`config.mk`:
```
export PLATFORM = sky130hd
export DESIGN_NAME = wd_dispatch
export DESIGN_NICKNAME = d
export VERILOG_FILES = /design/src/rtl/wd_pkg.sv /design/src/rtl/wd_decode.sv /design/src/rtl/wd_select.sv /design/src/rtl/wd_seq.sv /design/src/rtl/wd_dispatch.sv
export SDC_FILE = /design/constraint.sdc
export NUM_CORES = 1
export LEC_CHECK = 0
export BUFFER_PORTS_ARGS = -buffer_cell sky130_fd_sc_hd__buf_2
export CAP_MARGIN = 20
export CORE_MARGIN = 3
export CORE_UTILIZATION = 49
export DETAILED_ROUTE_END_ITERATION = 8
export PLACE_DENSITY = 0.91
export SLEW_MARGIN = 20
export SYNTH_ARGS = -nofsm -noshare
export SYNTH_HDL_FRONTEND = slang
export SYNTH_HIERARCHICAL = 1
export SYNTH_SLANG_ARGS = --single-unit
```
`constraint.sdc`:
```
create_clock -name clk -period 3 [get_ports clk]
set_input_delay 0.15 -clock clk [delete_from_list [all_inputs] [get_ports clk]]
set_output_delay 0.15 -clock clk [all_outputs]
set_load 0.01 [all_outputs]
```
`src/rtl/wd_pkg.sv`:
```
// Package: shared encodings for the dual-slot dispatcher.
package wd_pkg;
    // Slot tag seen by the execute units.
    typedef enum logic [1:0] {
        TAG_LONG  = 2'b00,
        TAG_LEFT  = 2'b01,
        TAG_RIGHT = 2'b10
    } slot_tag_e;

    // How the two slots of a word relate.
    typedef enum logic [1:0] {
        M_LONG,    // one long operation
        M_SERIAL,  // ordered pair, second dropped on branch/exception
        M_PRED,    // parallel pair guarded by a condition test
        M_PAR      // parallel pair, second dropped on exception
    } mode_e;

    typedef enum logic [1:0] {
        S_IDLE,
        S_FIRST,
        S_SECOND,
        S_FIN
    } state_e;

    // Format field values (bits 31:30 of the word).
    localparam logic [1:0] FMT_PAR  = 2'b00;
    localparam logic [1:0] FMT_LR   = 2'b01;
    localparam logic [1:0] FMT_RL   = 2'b10;
    localparam logic [1:0] FMT_LONG = 2'b11;
endpackage

```
`src/rtl/wd_decode.sv`:
```
// Module: wd_decode
// Classifies a held instruction word into an issue mode and the order of
// its slots. Purely combinational; assumes the word is stable while busy.
module wd_decode
    import wd_pkg::*;
#(
    parameter int SLOT_W = 15,
    parameter int CLS_W  = 6,
    parameter logic [CLS_W-1:0] COND_CLASS = 6'h3A,
    parameter logic [CLS_W-1:0] COND_MASK  = 6'h3E,
    localparam int WORD_W = 2 * SLOT_W + 2
) (
    input  logic [WORD_W-1:0] word,
    output mode_e             mode,
    output slot_tag_e         first_tag,
    output slot_tag_e         second_tag
);
    // Index 1 is the left slot, index 0 the right slot.
    logic [1:0] is_test;

    genvar g;
    generate
        for (g = 0; g < 2; g++) begin : g_slot
            logic [SLOT_W-1:0] slot;
            logic [CLS_W-1:0]  cls;
            // Extract one short slot and test its class against the guard class.
            assign slot       = word[g*SLOT_W +: SLOT_W];
            assign cls        = slot[SLOT_W-1 -: CLS_W];
            assign is_test[g] = ((cls & COND_MASK) == (COND_CLASS & COND_MASK));
        end
    endgenerate

    // Select mode and slot order from the format field and the test flags.
    always_comb begin
        mode       = M_LONG;
        first_tag  = TAG_LONG;
        second_tag = TAG_LONG;
        unique case (word[WORD_W-1 -: 2])
            FMT_LONG: begin
                mode       = M_LONG;
                first_tag  = TAG_LONG;
                second_tag = TAG_LONG;
            end
            FMT_LR: begin
                mode       = M_SERIAL;
                first_tag  = TAG_LEFT;
                second_tag = TAG_RIGHT;
            end
            FMT_RL: begin
                mode       = M_SERIAL;
                first_tag  = TAG_RIGHT;
                second_tag = TAG_LEFT;
            end
            default: begin
                if (is_test[1]) begin
                    mode       = M_PRED;
                    first_tag  = TAG_LEFT;
                    second_tag = TAG_RIGHT;
                end else if (is_test[0]) begin
                    mode       = M_PRED;
                    first_tag  = TAG_RIGHT;
                    second_tag = TAG_LEFT;
                end else begin
                    mode       = M_PAR;
                    first_tag  = TAG_LEFT;
                    second_tag = TAG_RIGHT;
                end
            end
        endcase
    end
endmodule

```
`src/rtl/wd_select.sv`:
```
// Module: wd_select
// Picks the payload and opcode class of the slot named by a tag.
// Short payloads are zero-extended to the long width.
module wd_select
    import wd_pkg::*;
#(
    parameter int SLOT_W = 15,
    parameter int CLS_W  = 6,
    localparam int WORD_W = 2 * SLOT_W + 2,
    localparam int LONG_W = 2 * SLOT_W
) (
    input  logic [WORD_W-1:0] word,
    input  slot_tag_e         tag,
    output logic [LONG_W-1:0] payload,
    output logic [CLS_W-1:0]  cls
);
    logic [SLOT_W-1:0] left_s;
    logic [SLOT_W-1:0] right_s;

    assign left_s  = word[LONG_W-1:SLOT_W];
    assign right_s = word[SLOT_W-1:0];

    // Route the selected slot to the issue port.
    always_comb begin
        unique case (tag)
            TAG_LEFT: begin
                payload = {{SLOT_W{1'b0}}, left_s};
                cls     = left_s[SLOT_W-1 -: CLS_W];
            end
            TAG_RIGHT: begin
                payload = {{SLOT_W{1'b0}}, right_s};
                cls     = right_s[SLOT_W-1 -: CLS_W];
            end
            default: begin
                payload = word[LONG_W-1:0];
                cls     = word[LONG_W-1 -: CLS_W];
            end
        endcase
    end
endmodule

```
`src/rtl/wd_seq.sv`:
```
// Module: wd_seq
// Issue sequencer: takes a word when idle, issues the first slot, decides
// from the acknowledge feedback whether the second slot runs, then pulses
// done with the outcome events. Assumes feedback is valid only with ack.
module wd_seq
    import wd_pkg::*;
(
    input  logic      clk,
    input  logic      rst_n,
    input  logic      word_valid,
    input  logic      exec_ack,
    input  logic      exec_pc_chg,
    input  logic      exec_exc,
    input  logic      exec_cond,
    input  mode_e     mode,
    input  slot_tag_e first_tag,
    input  slot_tag_e second_tag,
    output logic      load,
    output logic      issue_valid,
    output slot_tag_e cur_tag,
    output logic      issue_test,
    output logic      done,
    output logic [2:0] events    // {branch_skip, cond_false, cond_true}
);
    state_e     state;
    logic [2:0] ev_q;
    logic       go_on;
    logic [2:0] ev_d;

    // Decide from first-slot feedback whether the second slot runs.
    always_comb begin
        go_on = 1'b0;
        ev_d  = 3'b000;
        unique case (mode)
            M_SERIAL: begin
                go_on   = !exec_pc_chg && !exec_exc;
                ev_d[2] = exec_pc_chg && !exec_exc;
            end
            M_PRED: begin
                go_on   = exec_cond;
                ev_d[0] = exec_cond;
                ev_d[1] = !exec_cond;
            end
            M_PAR:   go_on = !exec_exc;
            default: go_on = 1'b0;
        endcase
    end

    // State and outcome register.
    always_ff @(posedge clk) begin
        if (!rst_n) begin
            state <= S_IDLE;
            ev_q  <= 3'b000;
        end else begin
            unique case (state)
                S_IDLE: if (word_valid) state <= S_FIRST;
                S_FIRST: begin
                    if (exec_ack) begin
                        state <= go_on ? S_SECOND : S_FIN;
                        ev_q  <= ev_d;
                    end
                end
                S_SECOND: if (exec_ack) state <= S_FIN;
                default: begin
                    state <= S_IDLE;
                    ev_q  <= 3'b000;
                end
            endcase
        end
    end

    assign load        = (state == S_IDLE) && word_valid;
    assign issue_valid = (state == S_FIRST) || (state == S_SECOND);
    assign cur_tag     = (state == S_SECOND) ? second_tag : first_tag;
    assign issue_test  = (state == S_FIRST) && (mode == M_PRED);
    assign done        = (state == S_FIN);
    assign events      = done ? ev_q : 3'b000;
endmodule

```
`src/rtl/wd_dispatch.sv`:
```
// Module: wd_dispatch (top)
// Dual-slot instruction word dispatcher. Holds the accepted word, decodes
// its format, and issues its slots in order with feedback-driven skipping.
module wd_dispatch
    import wd_pkg::*;
#(
    parameter int SLOT_W = 15,
    parameter int CLS_W  = 6,
    parameter logic [CLS_W-1:0] COND_CLASS = 6'h3A,
    parameter logic [CLS_W-1:0] COND_MASK  = 6'h3E,
    localparam int WORD_W = 2 * SLOT_W + 2,
    localparam int LONG_W = 2 * SLOT_W
) (
    input  logic              clk,
    input  logic              rst_n,
    input  logic              word_valid,
    input  logic [WORD_W-1:0] word_in,
    input  logic              exec_ack,
    input  logic              exec_pc_chg,
    input  logic              exec_exc,
    input  logic              exec_cond,
    output logic              issue_valid,
    output logic [1:0]        issue_tag,
    output logic [LONG_W-1:0] issue_payload,
    output logic [CLS_W-1:0]  issue_class,
    output logic              issue_test,
    output logic              done,
    output logic              ev_cond_true,
    output logic              ev_cond_false,
    output logic              ev_branch_skip
);
    logic [WORD_W-1:0] word_q;
    logic              load;
    mode_e             mode;
    slot_tag_e         first_tag;
    slot_tag_e         second_tag;
    slot_tag_e         cur_tag;
    logic [2:0]        events;

    // Capture the fetched word when the sequencer accepts it.
    always_ff @(posedge clk) begin
        if (!rst_n)    word_q <= '0;
        else if (load) word_q <= word_in;
    end

    wd_decode #(
        .SLOT_W(SLOT_W), .CLS_W(CLS_W),
        .COND_CLASS(COND_CLASS), .COND_MASK(COND_MASK)
    ) u_decode (
        .word(word_q), .mode(mode),
        .first_tag(first_tag), .second_tag(second_tag)
    );

    wd_seq u_seq (
        .clk(clk), .rst_n(rst_n), .word_valid(word_valid),
        .exec_ack(exec_ack), .exec_pc_chg(exec_pc_chg),
        .exec_exc(exec_exc), .exec_cond(exec_cond),
        .mode(mode), .first_tag(first_tag), .second_tag(second_tag),
        .load(load), .issue_valid(issue_valid), .cur_tag(cur_tag),
        .issue_test(issue_test), .done(done), .events(events)
    );

    wd_select #(.SLOT_W(SLOT_W), .CLS_W(CLS_W)) u_select (
        .word(word_q), .tag(cur_tag),
        .payload(issue_payload), .cls(issue_class)
    );

    assign issue_tag      = cur_tag;
    assign ev_cond_true   = events[0];
    assign ev_cond_false  = events[1];
    assign ev_branch_skip = events[2];
endmodule

```
==> results.cfg <==
[outcome]
status = finished, final reports clean

[pwr]
ir_drop_v = 0.000387
power.total_uw = 2230
leakagePower_uw = 0.00129
p_per_area_nw_per_um2 = 820

[synth]
synth_top_area_frac = 0.343
yosysMostFrequentCell = dfxtp_1
postSynthAreaPerCell_um2 = 10.1
synthTopCellsByArea = dfxtp_1, mux2i_1, nor2b_1
synth_top_area_cell = dfxtp_1
async_flop_share = 0
synth_cells = 214
synth_edf_count = 0
synth-seq-cells = 37
synth_top_family_by_area = simple AND/OR/NAND/NOR gates
synthAdderAreaFrac = 0.0521
synth-simple-area-share = 0.227
synth_xor_area_frac = 0
synthesis.nets = 262
ys_seq_area_frac = 0.343
ys.flop_type = dfxtp_1
synth_cell_types = 39
synth_common_cells = dfxtp_1, nor2b_1, mux2i_1, and2_1, a22o_1
synth_compound_area_frac = 0.105
muxShareOfSynthArea = 0.190
yosys_warnings = 6
netlist_area_um2 = 2160

[clock_tree]
numCtsBuffers = 5
clk_path_buf_depth = 2
cts_tree = built
numClockSinks = 37
holdBufCountCts = 0
clk_latency_ns = 0.29
cts_root_buffer = clkbuf_8
clkTransAtPathRegs_ns = 0.08
h-tree-depth = 2

[sta]
finalMaxSlewViolations = 0
tightest_slew_ns = 0.498
timing.clock.skew_ns = 0.00749
finalHoldViolations = 0
setup-violations-final = 0
fin_crit_sh = 0.965
fin_crit_ns = 2.89
slew_headroom = 0.668
fmax_mhz = 346

[finish]
area_delta_synth_final_pct = 26.0
antenna_cells = 0
fillers = 318
fin_util = 0.661
layout-drive-gt1-share = 0.419
fin_nets = 348

[worst_setup_path]
crit_family = simple AND/OR/NAND/NOR gates
critPathKind = reg -> out
cpPeakStageDelay_ns = 0.34
critPathArrivalTime_ns = 2.74
worstPathMaxFanout = 8
crit_chain = inv_2 > ha_4 > nand4_1 > nor3b_2 > a21oi_2 > mux2_2 > ha_1 > buf_6 > and2b_4 > a22o_2 > buf_2
required_ns = 2.85
worst_path_max_delay_cell = dfxtp_2
start_kind = flip-flop
cp-end-kind = output port
r2r_setup_slack_ns = 0.76
cp_num_buf_inv = 3

[placed_design]
portBuffers = 82
gp_congestion = 0.801
hpwl_mm = 3.85

[global_route]
grt_max_degree = 36
grt_pass1_vias = 1802
grt-ovfl-total = 0
track_usage = 0.212
grt_first_pass_wirelength_mm = 8.68
antenna_found_initial = 0

[flow_run]
max_cap_violations = 0

[floorplanning]
die_w_um = 72.4
die_h_um = 72.4
die-area_um2 = 5240
core_um2 = 4120
ios = 83
start_util = 0.525
std_cell_rows = 23

[drt]
wl_mm = 5.55
first_pass_iters = 4
vias = 1915
wl_per_cell_um = 15.8
ant_nets = 0
drt_drc_violations_left = 0
first_iter_violations = 189
vias_per_cell = 5.46

[min_path]
min-delay-path-class = in -> reg
==> power breakdown <==
part           leakage (µW)  internal, µW  switching (µW)
Clock             0.0000574           270             177
Sequential         0.000304           584            84.2
Combinational      0.000933           526             588
Total               0.00129          1380             850
==> registers in the layout, summed over array words and instances (netlist names) <==
register     cells
u_seq/state      2
word_q          32
u_seq/ev_q       3
==> layout by cell type, fill, tap and decap left out, drive strengths merged, types with 2 or more instances in the layout <==
master / synthesis / routed
a21oi: 5 / 5
a22o: 16 / 16
and2: 19 / 19
and2b: 1 / 2
buf: 9 / 92
clkbuf: 5 / 6
dfxtp: 37 / 37
ha: 9 / 9
inv: 8 / 8
mux2: 8 / 8
mux2i: 32 / 32
nand2: 3 / 3
nand4: 2 / 2
nor2: 3 / 3
nor2b: 33 / 33
nor3b: 2 / 2
o21ai: 3 / 3
or2: 3 / 3
or3: 2 / 2
==> per-stage QoR <==
step	instance area [µm²]	hold slack [ns]	instances	worst slack, ns	setup TNS (ns)
2_1_floorplan	2160	0.278	214	0.330	0
3_3_place_gp	2510	0.402	336	0.325	0
3_5_place_dp	2510	0.417	336	0.177	0
4_1_cts	2690	0.111	348	0.0611	0
5_1_grt	2720	0.116	351	-0.0186	-0.0750
6_report	2720	0.113	351	0.106	0
==> tightest hold or removal path: cells and delay by family <==
family                 cells  cell delay [ns]
multiplexers               1             0.05
AND/OR/NAND/NOR            1             0.09
buffers and inverters      1             0.08
==> layer usage <==
metal / share of wire / GRT usage
met1: 0.41 / 0.283
met3: 0.079 / 0.0499
met4: 0.028 / 0.105
met5: 0 / 0
met2: 0.48 / 0.320
==> final cells by class <==
cell class / instances / area [µm²] / area share
timing repair buffer: 92 / 489 / 0.180
sequential: 37 / 744 / 0.274
inverter: 8 / 30.0 / 0.0110
clock buffer: 6 / 82.6 / 0.0304
multi-input combinational: 156 / 1270 / 0.468
clock inverter: 2 / 37.5 / 0.0138
tap: 50 / 62.6 / 0.0230
==> logic make-up (layout without fill, tap and decap cells) <==
| kind of cell | after synthesis | in the layout |
|---|---|---|
| adder cells (fa/ha/maj) | 9 | 9 |
| multiplexers | 40 | 40 |
| buffers and inverters | 22 | 108 |
| flip-flops | 37 | 37 |
| AND/OR/NAND/NOR | 77 | 78 |
| AO/OA/AOI/OAI | 29 | 29 |
==> worst paths after layout <==
kind,start,end,cells after the start
max reg2reg,word_q[31],u_seq/ev_q[1],10
max,word_q[31],issue_payload[9],11
min,word_in[9],word_q[9],3
min reg2reg,u_seq/ev_q[1],u_seq/ev_q[1],2
==> what timing repair did <==
action | CTS | global route
buffers inserted | 3 | 3
gates cloned | 1 | 0
endpoints found under the setup margin | 15 | 15
gates resized for setup | 6 | 8
pin swaps | 1 | 3
No activity file was read; power rests on OpenSTA's default activity.
